===== config.mk =====
export PLATFORM = sky130hd
export DESIGN_NAME = scl_timing_engine
export DESIGN_NICKNAME = d
export VERILOG_FILES = /design/src/rtl/scl_tim_pkg.sv /design/src/rtl/timing_cfg_reg.sv /design/src/rtl/scl_tick_gen.sv /design/src/rtl/scl_phase_ctl.sv /design/src/rtl/scl_timing_engine.sv
export SDC_FILE = /design/constraint.sdc
export NUM_CORES = 1
export LEC_CHECK = 0
export CAP_MARGIN = 20
export CORE_UTILIZATION = 45
export CTS_CLUSTER_DIAMETER = 80
export CTS_CLUSTER_SIZE = 12
export DETAILED_ROUTE_END_ITERATION = 10
export GPL_ROUTABILITY_DRIVEN = 0
export PLACE_DENSITY = 0.67
export SYNTH_ARGS = -nofsm -noshare
export SYNTH_HDL_FRONTEND = slang
export SYNTH_HIERARCHICAL = 1
export SYNTH_SLANG_ARGS = --single-unit

===== constraint.sdc =====
create_clock -name clk -period 5.9 [get_ports clk]
set_clock_uncertainty 0.15 [all_clocks]
set_input_delay 0.885 -clock clk [delete_from_list [all_inputs] [get_ports clk]]
set_output_delay 0.885 -clock clk [all_outputs]
set_load 0.01 [all_outputs]

===== src/rtl/scl_tim_pkg.sv =====
package scl_tim_pkg;
  localparam int WORD_W = 32;
  localparam int PRE_W  = 4;
  localparam int DLY_W  = 4;
  localparam int PH_W   = 8;
  localparam int PRE_LSB = 28;
  localparam int SU_LSB  = 20;
  localparam int HD_LSB  = 16;
  localparam int HI_LSB  = 8;
  localparam int LO_LSB  = 0;
  localparam int TK_W    = PH_W + 1;

  typedef struct packed {
    logic [PRE_W-1:0] pre;
    logic [DLY_W-1:0] su;
    logic [DLY_W-1:0] hd;
    logic [PH_W-1:0]  hi;
    logic [PH_W-1:0]  lo;
  } tcfg_t;

  typedef enum logic [1:0] {PH_IDLE, PH_LOW, PH_HIGH} phase_t;

  function automatic tcfg_t unpack_word(input logic [WORD_W-1:0] w);
    tcfg_t c;
    c.pre = w[PRE_LSB +: PRE_W];
    c.su  = w[SU_LSB  +: DLY_W];
    c.hd  = w[HD_LSB  +: DLY_W];
    c.hi  = w[HI_LSB  +: PH_W];
    c.lo  = w[LO_LSB  +: PH_W];
    return c;
  endfunction
endpackage


===== src/rtl/timing_cfg_reg.sv =====
module timing_cfg_reg
  import scl_tim_pkg::*;
(
  input  logic              clk,
  input  logic              rst_n,
  input  logic              en,
  input  logic [WORD_W-1:0] word,
  output tcfg_t             cfg,
  output logic [TK_W-1:0]   last_low,
  output logic [TK_W-1:0]   setup_idx
);
  tcfg_t           cfg_d;
  logic [TK_W-1:0] lo_ext;
  logic [TK_W-1:0] dly_min;

  always_comb begin
    cfg_d = cfg;
    if (!en) cfg_d = unpack_word(word);
  end

  always_ff @(posedge clk or negedge rst_n) begin
    if (!rst_n) cfg <= '0;
    else        cfg <= cfg_d;
  end

  // last tick index of the low phase, widened so hold strobe precedes setup strobe
  always_comb begin
    lo_ext    = TK_W'(cfg.lo);
    dly_min   = TK_W'(cfg.hd) + TK_W'(cfg.su) + TK_W'(1);
    last_low  = (lo_ext > dly_min) ? lo_ext : dly_min;
    setup_idx = last_low - TK_W'(cfg.su);
  end

  // the captured word is frozen while enabled
  a_r8_cfg_frozen: assert property (@(posedge clk) disable iff (!rst_n)
    en |=> $stable(cfg));
endmodule


===== src/rtl/scl_tick_gen.sv =====
module scl_tick_gen
  import scl_tim_pkg::*;
(
  input  logic             clk,
  input  logic             rst_n,
  input  logic             clr,
  input  logic             run,
  input  logic [PRE_W-1:0] pre,
  output logic             tick_last,
  output logic             tick_first
);
  logic [PRE_W-1:0] pcnt, pcnt_d;

  always_comb begin
    tick_last  = (pcnt == pre);
    tick_first = (pcnt == '0);
    pcnt_d     = pcnt;
    if (clr)      pcnt_d = '0;
    else if (run) pcnt_d = tick_last ? '0 : pcnt + PRE_W'(1);
  end

  always_ff @(posedge clk or negedge rst_n) begin
    if (!rst_n) pcnt <= '0;
    else        pcnt <= pcnt_d;
  end

  // the prescale counter never passes the programmed limit
  a_r2_pre_bound: assert property (@(posedge clk) disable iff (!rst_n)
    pcnt <= pre);
endmodule


===== src/rtl/scl_phase_ctl.sv =====
module scl_phase_ctl
  import scl_tim_pkg::*;
(
  input  logic            clk,
  input  logic            rst_n,
  input  logic            en,
  input  logic            scl_in,
  input  tcfg_t           cfg,
  input  logic [TK_W-1:0] last_low,
  input  logic [TK_W-1:0] setup_idx,
  input  logic            tick_last,
  input  logic            tick_first,
  output logic            run,
  output logic            clr,
  output logic            scl_drive_low,
  output logic            sda_change,
  output logic            sda_setup_ok
);
  phase_t          state, state_d;
  logic [TK_W-1:0] tcnt, tcnt_d;
  logic            scl_q;
  logic            chg_seen;

  always_ff @(posedge clk or negedge rst_n) begin
    if (!rst_n) scl_q <= 1'b0;
    else        scl_q <= scl_in;
  end

  always_comb begin
    run = (state == PH_LOW) || ((state == PH_HIGH) && scl_q);
    clr = (state == PH_IDLE);
  end

  always_comb begin
    state_d = state;
    tcnt_d  = tcnt;
    if (!en) begin
      state_d = PH_IDLE;
      tcnt_d  = '0;
    end else begin
      case (state)
        PH_IDLE: begin
          state_d = PH_LOW;
          tcnt_d  = '0;
        end
        PH_LOW: if (tick_last) begin
          if (tcnt == last_low) begin
            state_d = PH_HIGH;
            tcnt_d  = '0;
          end else begin
            tcnt_d = tcnt + TK_W'(1);
          end
        end
        PH_HIGH: if (run && tick_last) begin
          if (tcnt == TK_W'(cfg.hi)) begin
            state_d = PH_LOW;
            tcnt_d  = '0;
          end else begin
            tcnt_d = tcnt + TK_W'(1);
          end
        end
        default: begin
          state_d = PH_IDLE;
          tcnt_d  = '0;
        end
      endcase
    end
  end

  always_ff @(posedge clk or negedge rst_n) begin
    if (!rst_n) begin
      state <= PH_IDLE;
      tcnt  <= '0;
    end else begin
      state <= state_d;
      tcnt  <= tcnt_d;
    end
  end

  always_comb begin
    scl_drive_low = (state == PH_LOW);
    sda_change    = (state == PH_LOW) && tick_first && (tcnt == TK_W'(cfg.hd));
    sda_setup_ok  = (state == PH_LOW) && tick_first && (tcnt == setup_idx);
  end

  // tracks the hold strobe within the current low phase, for the order check
  always_ff @(posedge clk or negedge rst_n) begin
    if (!rst_n)                  chg_seen <= 1'b0;
    else if (state != PH_LOW)    chg_seen <= 1'b0;
    else if (sda_change)         chg_seen <= 1'b1;
  end

  // setup strobe only after the hold strobe of the same low phase
  a_r6_order: assert property (@(posedge clk) disable iff (!rst_n)
    sda_setup_ok |-> chg_seen);
  // strobes never coincide
  a_r6_exclusive: assert property (@(posedge clk) disable iff (!rst_n)
    $onehot0({sda_change, sda_setup_ok}));
  // hold strobe only while SCL is driven low
  a_r4_in_low: assert property (@(posedge clk) disable iff (!rst_n)
    sda_change |-> scl_drive_low);
  // released-phase tick count holds while the line reads low
  a_r7_stretch_hold: assert property (@(posedge clk) disable iff (!rst_n)
    (en && state == PH_HIGH && !scl_q) |=> $stable(tcnt));
  // disabling releases the line on the next cycle
  a_r9_release: assert property (@(posedge clk) disable iff (!rst_n)
    !en |=> !scl_drive_low);
endmodule


===== src/rtl/scl_timing_engine.sv =====
module scl_timing_engine
  import scl_tim_pkg::*;
(
  input  logic        clk,
  input  logic        rst_n,
  input  logic        en,
  input  logic [31:0] timing_word,
  input  logic        scl_in,
  output logic        scl_drive_low,
  output logic        sda_change,
  output logic        sda_setup_ok
);
  tcfg_t           cfg;
  logic [TK_W-1:0] last_low;
  logic [TK_W-1:0] setup_idx;
  logic            tick_last, tick_first, run, clr;

  timing_cfg_reg u_cfg (
    .clk       (clk),
    .rst_n     (rst_n),
    .en        (en),
    .word      (timing_word),
    .cfg       (cfg),
    .last_low  (last_low),
    .setup_idx (setup_idx)
  );

  scl_tick_gen u_tick (
    .clk        (clk),
    .rst_n      (rst_n),
    .clr        (clr),
    .run        (run),
    .pre        (cfg.pre),
    .tick_last  (tick_last),
    .tick_first (tick_first)
  );

  scl_phase_ctl u_phase (
    .clk           (clk),
    .rst_n         (rst_n),
    .en            (en),
    .scl_in        (scl_in),
    .cfg           (cfg),
    .last_low      (last_low),
    .setup_idx     (setup_idx),
    .tick_last     (tick_last),
    .tick_first    (tick_first),
    .run           (run),
    .clr           (clr),
    .scl_drive_low (scl_drive_low),
    .sda_change    (sda_change),
    .sda_setup_ok  (sda_setup_ok)
  );
endmodule


# Word level (Yosys, flattened, before mapping)
# Index checks and enable logic that the tools add are counted.
dict set report totals {
  wordCells 53
  ff_bits 44
  out_inout_bits 3
  in_bits 36
}
dict set report op_classes {
  magnitude_cmp 1
  n_reduce_logical 11
  mux 16
  add_sub_neg 5
  n_eq_ne 11
}
# operator count
set op_table {}
lappend op_table {{$mux W9} 6}
lappend op_table {{$add A9 B1 Y9 const B} 2}
lappend op_table {{$eq A9 B9 Y1} 2}
lappend op_table {{$pmux W9 S2} 1}
lappend op_table {{$mux W4} 3}
lappend op_table {{$mux W2} 5}
lappend op_table {{$eq A9 B4 Y1} 1}
lappend op_table {{$eq A9 B8 Y1} 1}
lappend op_table {{$gt A8 B9 Y1} 1}
lappend op_table {{$sub A9 B4 Y9} 1}
lappend op_table {{$ne A3 B2 Y1 const B} 2}
lappend op_table {{$ne A3 B3 Y1 const B} 2}
lappend op_table {{$pmux W2 S3} 1}
lappend op_table {{$add A4 B4 Y5} 1}
lappend op_table {{$logic_and A1 B1 Y1} 5}
lappend op_table {{$add A4 B1 Y4 const B} 1}
lappend op_table {{$eq A4 B4 Y1} 1}
lappend op_table {{$logic_not A4 Y1} 1}
lappend op_table {{$reduce_and A4 Y1} 1}
lappend op_table {{$eq A2 B1 Y1 const B} 1}
lappend op_table {{$eq A2 B2 Y1 const B} 1}
lappend op_table {{$logic_not A2 Y1} 1}
lappend op_table {{$reduce_and A2 Y1} 1}
lappend op_table {{$reduce_bool A2 Y1} 1}
lappend op_table {{$logic_or A1 B1 Y1} 1}

# Longest topological paths before layout
# Gate-level depths: netlist of the first run.
dict set report logic_depth {
  depth_word 9
  depth_mapped 25
}

# Modules after synthesis
# Netlist of the first run, hierarchy kept.
# mod cells_each instances seq_area_each_um2 area_each_um2
set modules_own_cells {}
lappend modules_own_cells {timing_cfg_reg 146 1 700.7 1647.8}
lappend modules_own_cells {scl_phase_ctl 141 1 300.3 1249.9}
lappend modules_own_cells {scl_tick_gen 30 1 100.1 307.8}

# Worst setup path after synthesis of the first run
# Ideal clock, no wire load.
dict set report synth_timing {
  path_type {flip-flop to output port}
  start {register, netlist name u_cfg/cfg[16]}
  end {output sda_setup_ok}
  required_ns 4.865
  path_buffers 1
  t_arrival_ns 4.435
  slack_ns 0.430
  path_stages_with_launch 26
  path_cell_list {dfrtp_1 > inv_1 > ha_1 > fa_1 > nor2b_1 > o21ai_0 > nand2b_1 > inv_1 > ha_1 > o221ai_1 > a21oi_2 > or4_4 > buf_6 > nand2_2 > o21a_1 > ha_1 > inv_1 > fa_1 > nand3_1 > nand2_1 > nor2_1 > a31oi_1 > a31oi_1 > xnor2_1 > nand4_1 > nor4_1}
}
dict set report synth_between {
  elab_chain_len 7
}
# item line
set synth_rtl {}
lappend synth_rtl {{$add A4 B4 Y5 (*)} timing_cfg_reg.sv:29} ;# dly_min = TK_W'(cfg.hd) + TK_W'(cfg.su) + TK_W'(1);
lappend synth_rtl {{$add A9 B1 Y9 (*)} timing_cfg_reg.sv:29}
lappend synth_rtl {{$gt A8 B9 Y1} timing_cfg_reg.sv:30} ;# last_low = (lo_ext > dly_min) ? lo_ext : dly_min;
lappend synth_rtl {{$mux W9 (*)} timing_cfg_reg.sv:30}
lappend synth_rtl {{$sub A9 B4 Y9 (*)} timing_cfg_reg.sv:31} ;# setup_idx = last_low - TK_W'(cfg.su);
lappend synth_rtl {{named net setup_idx[6]} scl_timing_engine.sv:15} ;# logic [TK_W-1:0] setup_idx;
lappend synth_rtl {{$eq A9 B9 Y1 (*)} scl_phase_ctl.sv:83} ;# sda_setup_ok = (state == PH_LOW) && tick_first && (tcnt == setup_idx);
lappend synth_rtl {{$logic_and A1 B1 Y1 (*)} scl_phase_ctl.sv:83}
lappend synth_rtl {{end: declaration} scl_timing_engine.sv:11} ;# output logic sda_setup_ok
# Mark *: on every way through the listed nets, which the timed path passes. The rest lies on a longest branch.

# Worst setup path after layout of the first run
dict set report layout_timing {
  start {register, netlist name u_cfg/cfg[17]}
  end {output sda_setup_ok}
}
dict set report layout_between {
  elab_chain_len 7
}
# item line
set layout_rtl {}
lappend layout_rtl {{$add A4 B4 Y5 (*)} timing_cfg_reg.sv:29}
lappend layout_rtl {{$add A9 B1 Y9 (*)} timing_cfg_reg.sv:29}
lappend layout_rtl {{$gt A8 B9 Y1} timing_cfg_reg.sv:30}
lappend layout_rtl {{$mux W9 (*)} timing_cfg_reg.sv:30}
lappend layout_rtl {{$sub A9 B4 Y9 (*)} timing_cfg_reg.sv:31}
lappend layout_rtl {{named net setup_idx[6]} scl_timing_engine.sv:15}
lappend layout_rtl {{$eq A9 B9 Y1 (*)} scl_phase_ctl.sv:83}
lappend layout_rtl {{$logic_and A1 B1 Y1 (*)} scl_phase_ctl.sv:83}
# Marked as above.

==> impl_metrics.py, run 1 <==
metrics = {
    "worst_setup_path": {
        "cp_top_family": "simple AND/OR/NAND/NOR gates",
        "rr_startpoint": "u_cfg/cfg[17]",
        "startpoint": "u_cfg/cfg[17]",
        "r2r_cells": 18,
        "path_common_cell": "ha_1",
        "crit_path_end": "sda_setup_ok",
        "crit_path_max_fanout": 5,
        "rr_endpoint": "u_phase/tcnt[3]",
        "path_cells": "ha_1 -> nor2b_1 -> o21ai_1 -> nand2b_1 -> xnor2_2 -> ha_1 -> and2_4 -> and4_1 -> a21oi_2 -> or4_4 -> nand2_2 -> o21a_1 -> ha_1 -> inv_2 -> fa_2 -> nand3_2 -> nand2_2 -> nor2_2 -> a31oi_1 -> a31oi_1 -> xnor2_1 -> nand4_1 -> nor4_2 -> buf_2",
        "critPathKind": "reg -> out",
        "crit_slowest_cell": "or4_4",
        "crit_path_end_kind": "output pin",
        "worstSetupPathDepth": 24,
        "critPathRequiredTime_ns": 4.87,
        "cp_slowest_stage_delay_ns": 0.48,
        "crit_path_start_kind": "flop",
        "rrSetupSlack_ns": 1.64,
        "worst-path-buf-inv": 2,
        "cp.arrival_ns": 4.93,
    },
    "finish": {
        "fin_cells": 466,
        "n_antenna_cell": 0,
        "fin_area_mm2": 0.00394,
        "final_nets": 427,
        "filler_cell_count": 615,
        "areaGrowthSynthToFinish_pct": 22.9,
        "seqCellArea_mm2": 0.00110,
        "layout-drive-gt1-share": 0.286,
        "multiInputGateArea_mm2": 0.00194,
    },
    "timing": {
        "drv_slew": 0,
        "rsz0062_at_grt": "yes",
        "tightest_slew_ns": 0.576,
        "slew_headroom": 0.614,
        "hold_ws_ns": 0.393,
        "period_minus_slack_ns": 5.97,
        "fmax_mhz": 168,
        "hold_viol": 0,
        "fin_crit_sh": 1.01,
        "setup_viol_count_final": 1,
        "setup_slack_ns": -0.0661,
    },
    "synth": {
        "syn_nets": 375,
        "synth.top_cell.area_share": 0.343,
        "synth_area_leaders": "dfrtp_1 (34%), mux2_2 (11%), ha_1 (7.8%), xor2_1 (6.3%), xnor2_1 (4.1%)",
        "syn_area_mm2": 0.00321,
        "synthCells": 317,
        "seq_area_frac_synth": 0.343,
        "synth-edff-count": 0,
        "synth_warnings": 6,
        "ys_async_sr_fraction": 1.00,
        "synth_top_cell_by_area": "dfrtp_1",
        "synth_commonest_cells": "dfrtp_1 (44), mux2_2 (30), nand2_1 (27)",
        "yosys.cell_types.count": 59,
        "ys_ff_latch": 44,
        "post-synth-top-count-cell": "dfrtp_1",
        "synth_ff_type": "dfrtp_1",
        "postSynthAreaPerCell_um2": 10.1,
    },
    "outcome": {
        "violations": "setup timing",
        "outcome": "finished with violations",
    },
    "drt": {
        "detail-route-antenna-nets": 0,
        "first_iter_violations": 114,
        "drc": 0,
        "post_drt_wl_per_cell_um": 14.2,
        "wl_um": 6630,
        "first_pass_iters": 4,
        "vias_per_cell": 5.22,
        "route.vias.total": 2432,
    },
    "pwr": {
        "ir_worst_vdd_mv": 0.164,
        "pwr-share-comb": 0.432,
        "sw_frac_of_total": 0.353,
        "leakage_uw": 0.00170,
        "switchingPower_uw": 378,
        "p_clk_frac": 0.227,
        "p_int_uw": 693,
        "p_seq_frac": 0.341,
        "p_per_area_mw_per_mm2": 272,
    },
    "clock_network": {
        "cts.hold.buffers_added": 0,
        "cts_tree": "done",
        "cts_buffers": 5,
        "cts_root_buffer": "clkbuf_8",
        "clkSlewWorstSetupHoldPaths_ns": 0.09,
        "htreeDepth": 2,
        "clk_latency_ns": 0.30,
        "cts.sink_count": 44,
        "cts_buffer_depth": 2,
    },
    "grt": {
        "grt_use_met2": 0.318,
        "grt_max_degree": 45,
        "grt_pass1_vias": 2368,
        "gr-usage-met3": 0.0314,
        "grt.total_usage": 0.191,
        "gr-total-overflow": 0,
        "gr-max-usage-layer": "met2",
        "grt_pass1_wl_um": 11300,
        "use_met1": 0.266,
        "antenna_found_initial": 0,
    },
    "placed_design": {
        "place_area_mm2": 0.00363,
        "portBuffers": 34,
        "dpl.hpwl_um": 4630,
        "dp.cells": 446,
        "place_ws_ns": -0.307,
    },
    "die": {
        "num_rows": 30,
        "die_w_um": 86.4,
        "die_h_um": 86.4,
        "die-area_mm2": 0.00746,
        "core_mm2": 0.00683,
        "start_util": 0.469,
        "io-pin-count": 39,
    },
    "run": {
        "drv_cap": 0,
    },
    "hold_path": {
        "hold_class": "reg -> reg",
    },
}
state kept, by name, summed over array words and instances, names as in the netlist:
name           flops
u_cfg/cfg         28
u_phase/tcnt       9
u_tick/pcnt        4
u_phase/state      2
u_phase/scl_q      1
layout by cell type (no fill, tap or decap), types with 3 or more instances in the layout:
cell type	Yosys	final
a21o_1	3	3
a21oi_1	8	6
a21oi_2	1	3
a31oi_1	7	7
buf_4	4	31
clkbuf_8	1	5
clkdlybuf4s50_1	0	32
dfrtp_1	44	44
ha_1	20	18
inv_1	18	16
mux2_2	30	30
mux2i_1	6	6
nand2_1	27	26
nand3_1	6	5
nand4_1	3	3
nor2_1	11	10
nor2b_1	3	3
nor3_1	6	5
o211ai_1	6	6
o21ai_0	11	8
o21ai_1	9	9
xnor2_1	15	14
xor2_1	23	23
layout make-up:
type / count / share of cell area
Inverter: 18 / 0.0172
Multi-Input combinational cell: 234 / 0.494
Clock inverter: 3 / 0.0118
Tap cell: 96 / 0.0305
Timing Repair Buffer: 66 / 0.150
Sequential cell: 44 / 0.280
Clock buffer: 5 / 0.0175
layer usage:
metal | vias up | part of all wire
li1 | 1202 | -
met1 | 1167 | 0.46
met2 | 59 | 0.49
met3 | 4 | 0.041
met4 | 0 | 0.0050
met5 | - | 0
cells by family (layout without fill, tap and decap cells):
group / Yosys count / in the layout / synth area share
simple gates: 80 / 81 / 0.141
compound gates: 55 / 55 / 0.111
fa+ha+maj: 22 / 22 / 0.0906
xor+xnor: 39 / 39 / 0.109
flops: 44 / 44 / 0.343
buf+inv: 40 / 92 / 0.0796
mux: 36 / 36 / 0.124
other cells: 1 / 1 / 0.00117
power by group through the flow:
stage	combinational [µW]	sequential [µW]	clock, µW
5_1_grt	510	371	266
3_3_place_gp	390	369	0
3_5_place_dp	400	370	0
4_1_cts	439	366	250
2_1_floorplan	297	358	0
6_report	462	366	243
stage by stage:
step,total power [µW],setup TNS (ns),utilization
final,1070,-0.0661,0.577
after global routing,1150,-0.388,0.577
after global placement,759,-0.249,0.532
after detailed placement,770,-0.307,0.532
after floorplan,654,0,-
after CTS,1060,-0.0131,0.563
worst min path at each step:
stage / slack, ns / end / cells past startpoint / from
2_1_floorplan: 0.35 / u_cfg/cfg[15] / 1 / u_cfg/cfg[15]
3_3_place_gp: 0.36 / u_cfg/cfg[25] / 1 / u_cfg/cfg[25]
3_5_place_dp: 0.37 / u_cfg/cfg[24] / 1 / u_cfg/cfg[24]
4_1_cts: 0.39 / u_cfg/cfg[24] / 1 / u_cfg/cfg[24]
5_1_grt: 0.41 / u_cfg/cfg[15] / 1 / u_cfg/cfg[15]
6_report: 0.39 / u_cfg/cfg[26] / 1 / u_cfg/cfg[26]
repair_timing:
item | CTS | global route
endpoints found under the setup margin | 1 | 1
gates cloned | 1 | 0
resized for setup | 24 | 4
pin swaps | 10 | 14
buffers inserted | 3 | 7
worst reg2reg max path: stages, from the launching register on:
cell and delay [ns]:
dfrtp_1 0.43, ha_1 0.30, nor2b_1 0.13, o21ai_1 0.14
nand2b_1 0.12, xnor2_2 0.17, ha_1 0.30, and2_4 0.14
and4_1 0.21, a21oi_2 0.06, or4_4 0.48, buf_4 0.17
o21ai_4 0.16, buf_4 0.14, xor2_1 0.23, nor4_4 0.06
a31oi_1 0.43, nor2_2 0.17, o211ai_1 0.20
No activity file was read; power rests on OpenSTA's default activity.
==> run 2, diff against run 1 <==
Settings changed: RECOVER_POWER from default to 50.
==> run 2 against run 1 <==
The flow still finishes with violations (setup timing). Clock power about the same. Setup slack better by 0.0020 ns. Die area unchanged. Non-clock buffer count unchanged. Worst hold slack about the same. First-iteration DRC count up 18%. Clock-buffer cell count unchanged. Largest cell class unchanged.
==> impl_metrics.py, run 2 (synthesis gave the netlist of run 1 again) <==
metrics = {
    "worst_setup_path": {
        "cp.arrival_ns": 4.93,
        "path_common_cell": "ha_1",
        "critPathRequiredTime_ns": 4.87,
        "critPathKind": "reg -> out",
        "path_cells": "ha_1 -> nor2b_1 -> o21ai_1 -> nand2b_1 -> xnor2_2 -> ha_1 -> and2_4 -> and4_1 -> a21oi_2 -> or4_4 -> nand2_2 -> o21a_1 -> ha_1 -> inv_2 -> fa_2 -> nand3_2 -> nand2_2 -> nor2_2 -> a31oi_1 -> a31oi_1 -> xnor2_1 -> nand4_1 -> nor4_2 -> buf_2",
        "r2r_cells": 18,
        "crit_path_start_kind": "flop",
        "crit_path_end_kind": "output pin",
        "crit_path_max_fanout": 5,
        "rr_startpoint": "u_cfg/cfg[17]",
        "crit_slowest_cell": "or4_4",
        "rrSetupSlack_ns": 1.64,
        "worst-path-buf-inv": 2,
        "rr_endpoint": "u_phase/tcnt[3]",
        "cp_slowest_stage_delay_ns": 0.48,
        "cp_top_family": "simple AND/OR/NAND/NOR gates",
    },
    "drt": {
        "vias_per_cell": 5.21,
        "first_iter_violations": 135,
        "wl_um": 6640,
        "drc": 0,
        "detail-route-antenna-nets": 0,
        "first_pass_iters": 4,
        "post_drt_wl_per_cell_um": 14.2,
        "route.vias.total": 2427,
    },
    "finish": {
        "fin_area_mm2": 0.00391,
        "filler_cell_count": 618,
        "largest_reg_flops": 28,
        "fin_util": 0.573,
        "n_antenna_cell": 0,
        "areaGrowthSynthToFinish_pct": 22.1,
        "final_nets": 427,
        "layout_common_cells": "dfrtp_1 (44), clkdlybuf4s50_1 (31), buf_4 (31)",
        "max_flop_register": "u_cfg/cfg",
        "final_common_cell": "dfrtp_1",
        "layout-drive-gt1-share": 0.281,
        "reg_top3": "u_cfg/cfg: 28 flops, u_phase/tcnt: 9 flops, u_tick/pcnt: 4 flops",
    },
    "hold_path": {
        "worstHoldEndpoint": "u_cfg/cfg[26]",
        "worstHoldStart": "u_cfg/cfg[26]",
        "hold_class": "reg -> reg",
        "holdPathStages": 1,
    },
    "pwr": {
        "p_per_area_mw_per_mm2": 273,
        "p_int_uw": 691,
        "switchingPower_uw": 378,
        "sw_frac_of_total": 0.353,
        "pwr-share-comb": 0.430,
        "p_clk_frac": 0.228,
        "leakage_uw": 0.00169,
        "p_seq_frac": 0.342,
        "ir_worst_vdd_mv": 0.163,
        "fin_total_pwr_uw": 1070,
    },
    "clock_network": {
        "cts.hold.buffers_added": 0,
        "cts_buffers": 5,
        "clk_latency_ns": 0.30,
        "clkSlewWorstSetupHoldPaths_ns": 0.09,
        "htreeDepth": 2,
        "cts_root_buffer": "clkbuf_8",
        "cts_tree": "done",
        "cts_buffer_depth": 2,
        "cts.sink_count": 44,
    },
    "outcome": {
        "outcome": "finished with violations",
        "violations": "setup timing",
    },
    "die": {
        "die-area_mm2": 0.00746,
        "die_w_um": 86.4,
        "num_rows": 30,
        "core_mm2": 0.00683,
        "io-pin-count": 39,
        "start_util": 0.469,
        "die_h_um": 86.4,
    },
    "timing": {
        "slew_headroom": 0.184,
        "rsz0062_at_grt": "yes",
        "setup_viol_count_final": 1,
        "drv_slew": 0,
        "setup_slack_ns": -0.0641,
        "fmax_mhz": 168,
        "hold_viol": 0,
        "fin_crit_sh": 1.01,
        "tightest_slew_ns": 1.22,
        "period_minus_slack_ns": 5.96,
    },
    "grt": {
        "grt.total_usage": 0.191,
        "use_met1": 0.266,
        "antenna_found_initial": 0,
        "gr-total-overflow": 0,
        "gr-usage-met3": 0.0314,
        "grt_use_met2": 0.318,
        "grt_pass1_vias": 2368,
        "grt_pass1_wl_um": 11300,
        "gr-max-usage-layer": "met2",
        "grt_max_degree": 45,
    },
    "placed_design": {
        "portBuffers": 34,
        "place_area_mm2": 0.00363,
        "dpl.hpwl_um": 4630,
    },
    "run": {
        "drv_cap": 0,
    },
}
==> run 2: stage by stage <==
step | cells | worst slack, ns | hold slack (ns) | TNS, ns
after CTS | 458 | -0.0131 | 0.394 | -0.0131
after detailed placement | 446 | -0.307 | 0.371 | -0.307
final | 466 | -0.0641 | 0.393 | -0.0641
after floorplan | 317 | 0.430 | 0.350 | 0
after global routing | 466 | -0.388 | 0.414 | -0.388
after global placement | 446 | -0.249 | 0.362 | -0.249
==> run 2: final cells by class <==
type                            count  area, µm²  area share
Clock inverter                      3       46.3      0.0118
Tap cell                           96        120      0.0307
Sequential cell                    44       1100       0.281
Inverter                           18       67.6      0.0173
Multi-Input combinational cell    234       1940       0.497
Timing Repair Buffer               66        566       0.145
Clock buffer                        5       68.8      0.0176
==> run 2: worst max path at each step <==
stage	start	end	slack [ns]	cells after the start
2_1_floorplan	u_cfg/cfg[16]	sda_setup_ok	0.43	25
3_3_place_gp	u_cfg/cfg[16]	sda_setup_ok	-0.25	25
3_5_place_dp	u_cfg/cfg[16]	sda_setup_ok	-0.31	25
4_1_cts	u_cfg/cfg[17]	sda_setup_ok	-0.01	24
5_1_grt	u_cfg/cfg[17]	sda_setup_ok	-0.39	24
6_report	u_cfg/cfg[17]	sda_setup_ok	-0.06	24
==> run 2: power by group through the flow <==
stage	Combinational [µW]	Clock [µW]	Sequential [µW]
finish	460	244	366
global route	508	266	371
CTS	439	250	366
detailed placement	400	0	370
global placement	390	0	369
floorplan	297	0	358
==> run 2: timing repair <==
action,4_1_cts,5_1_grt
gates resized for setup,24,4
endpoints found under the setup margin,1,1
setup buffers,3,7
pin swaps,10,14
gates cloned,1,0
==> run 2: metal layers <==
metal,part of all wire,wire (µm)
met5,0,0
met4,0.0050,33
met2,0.49,3270
met1,0.47,3120
met3,0.032,215
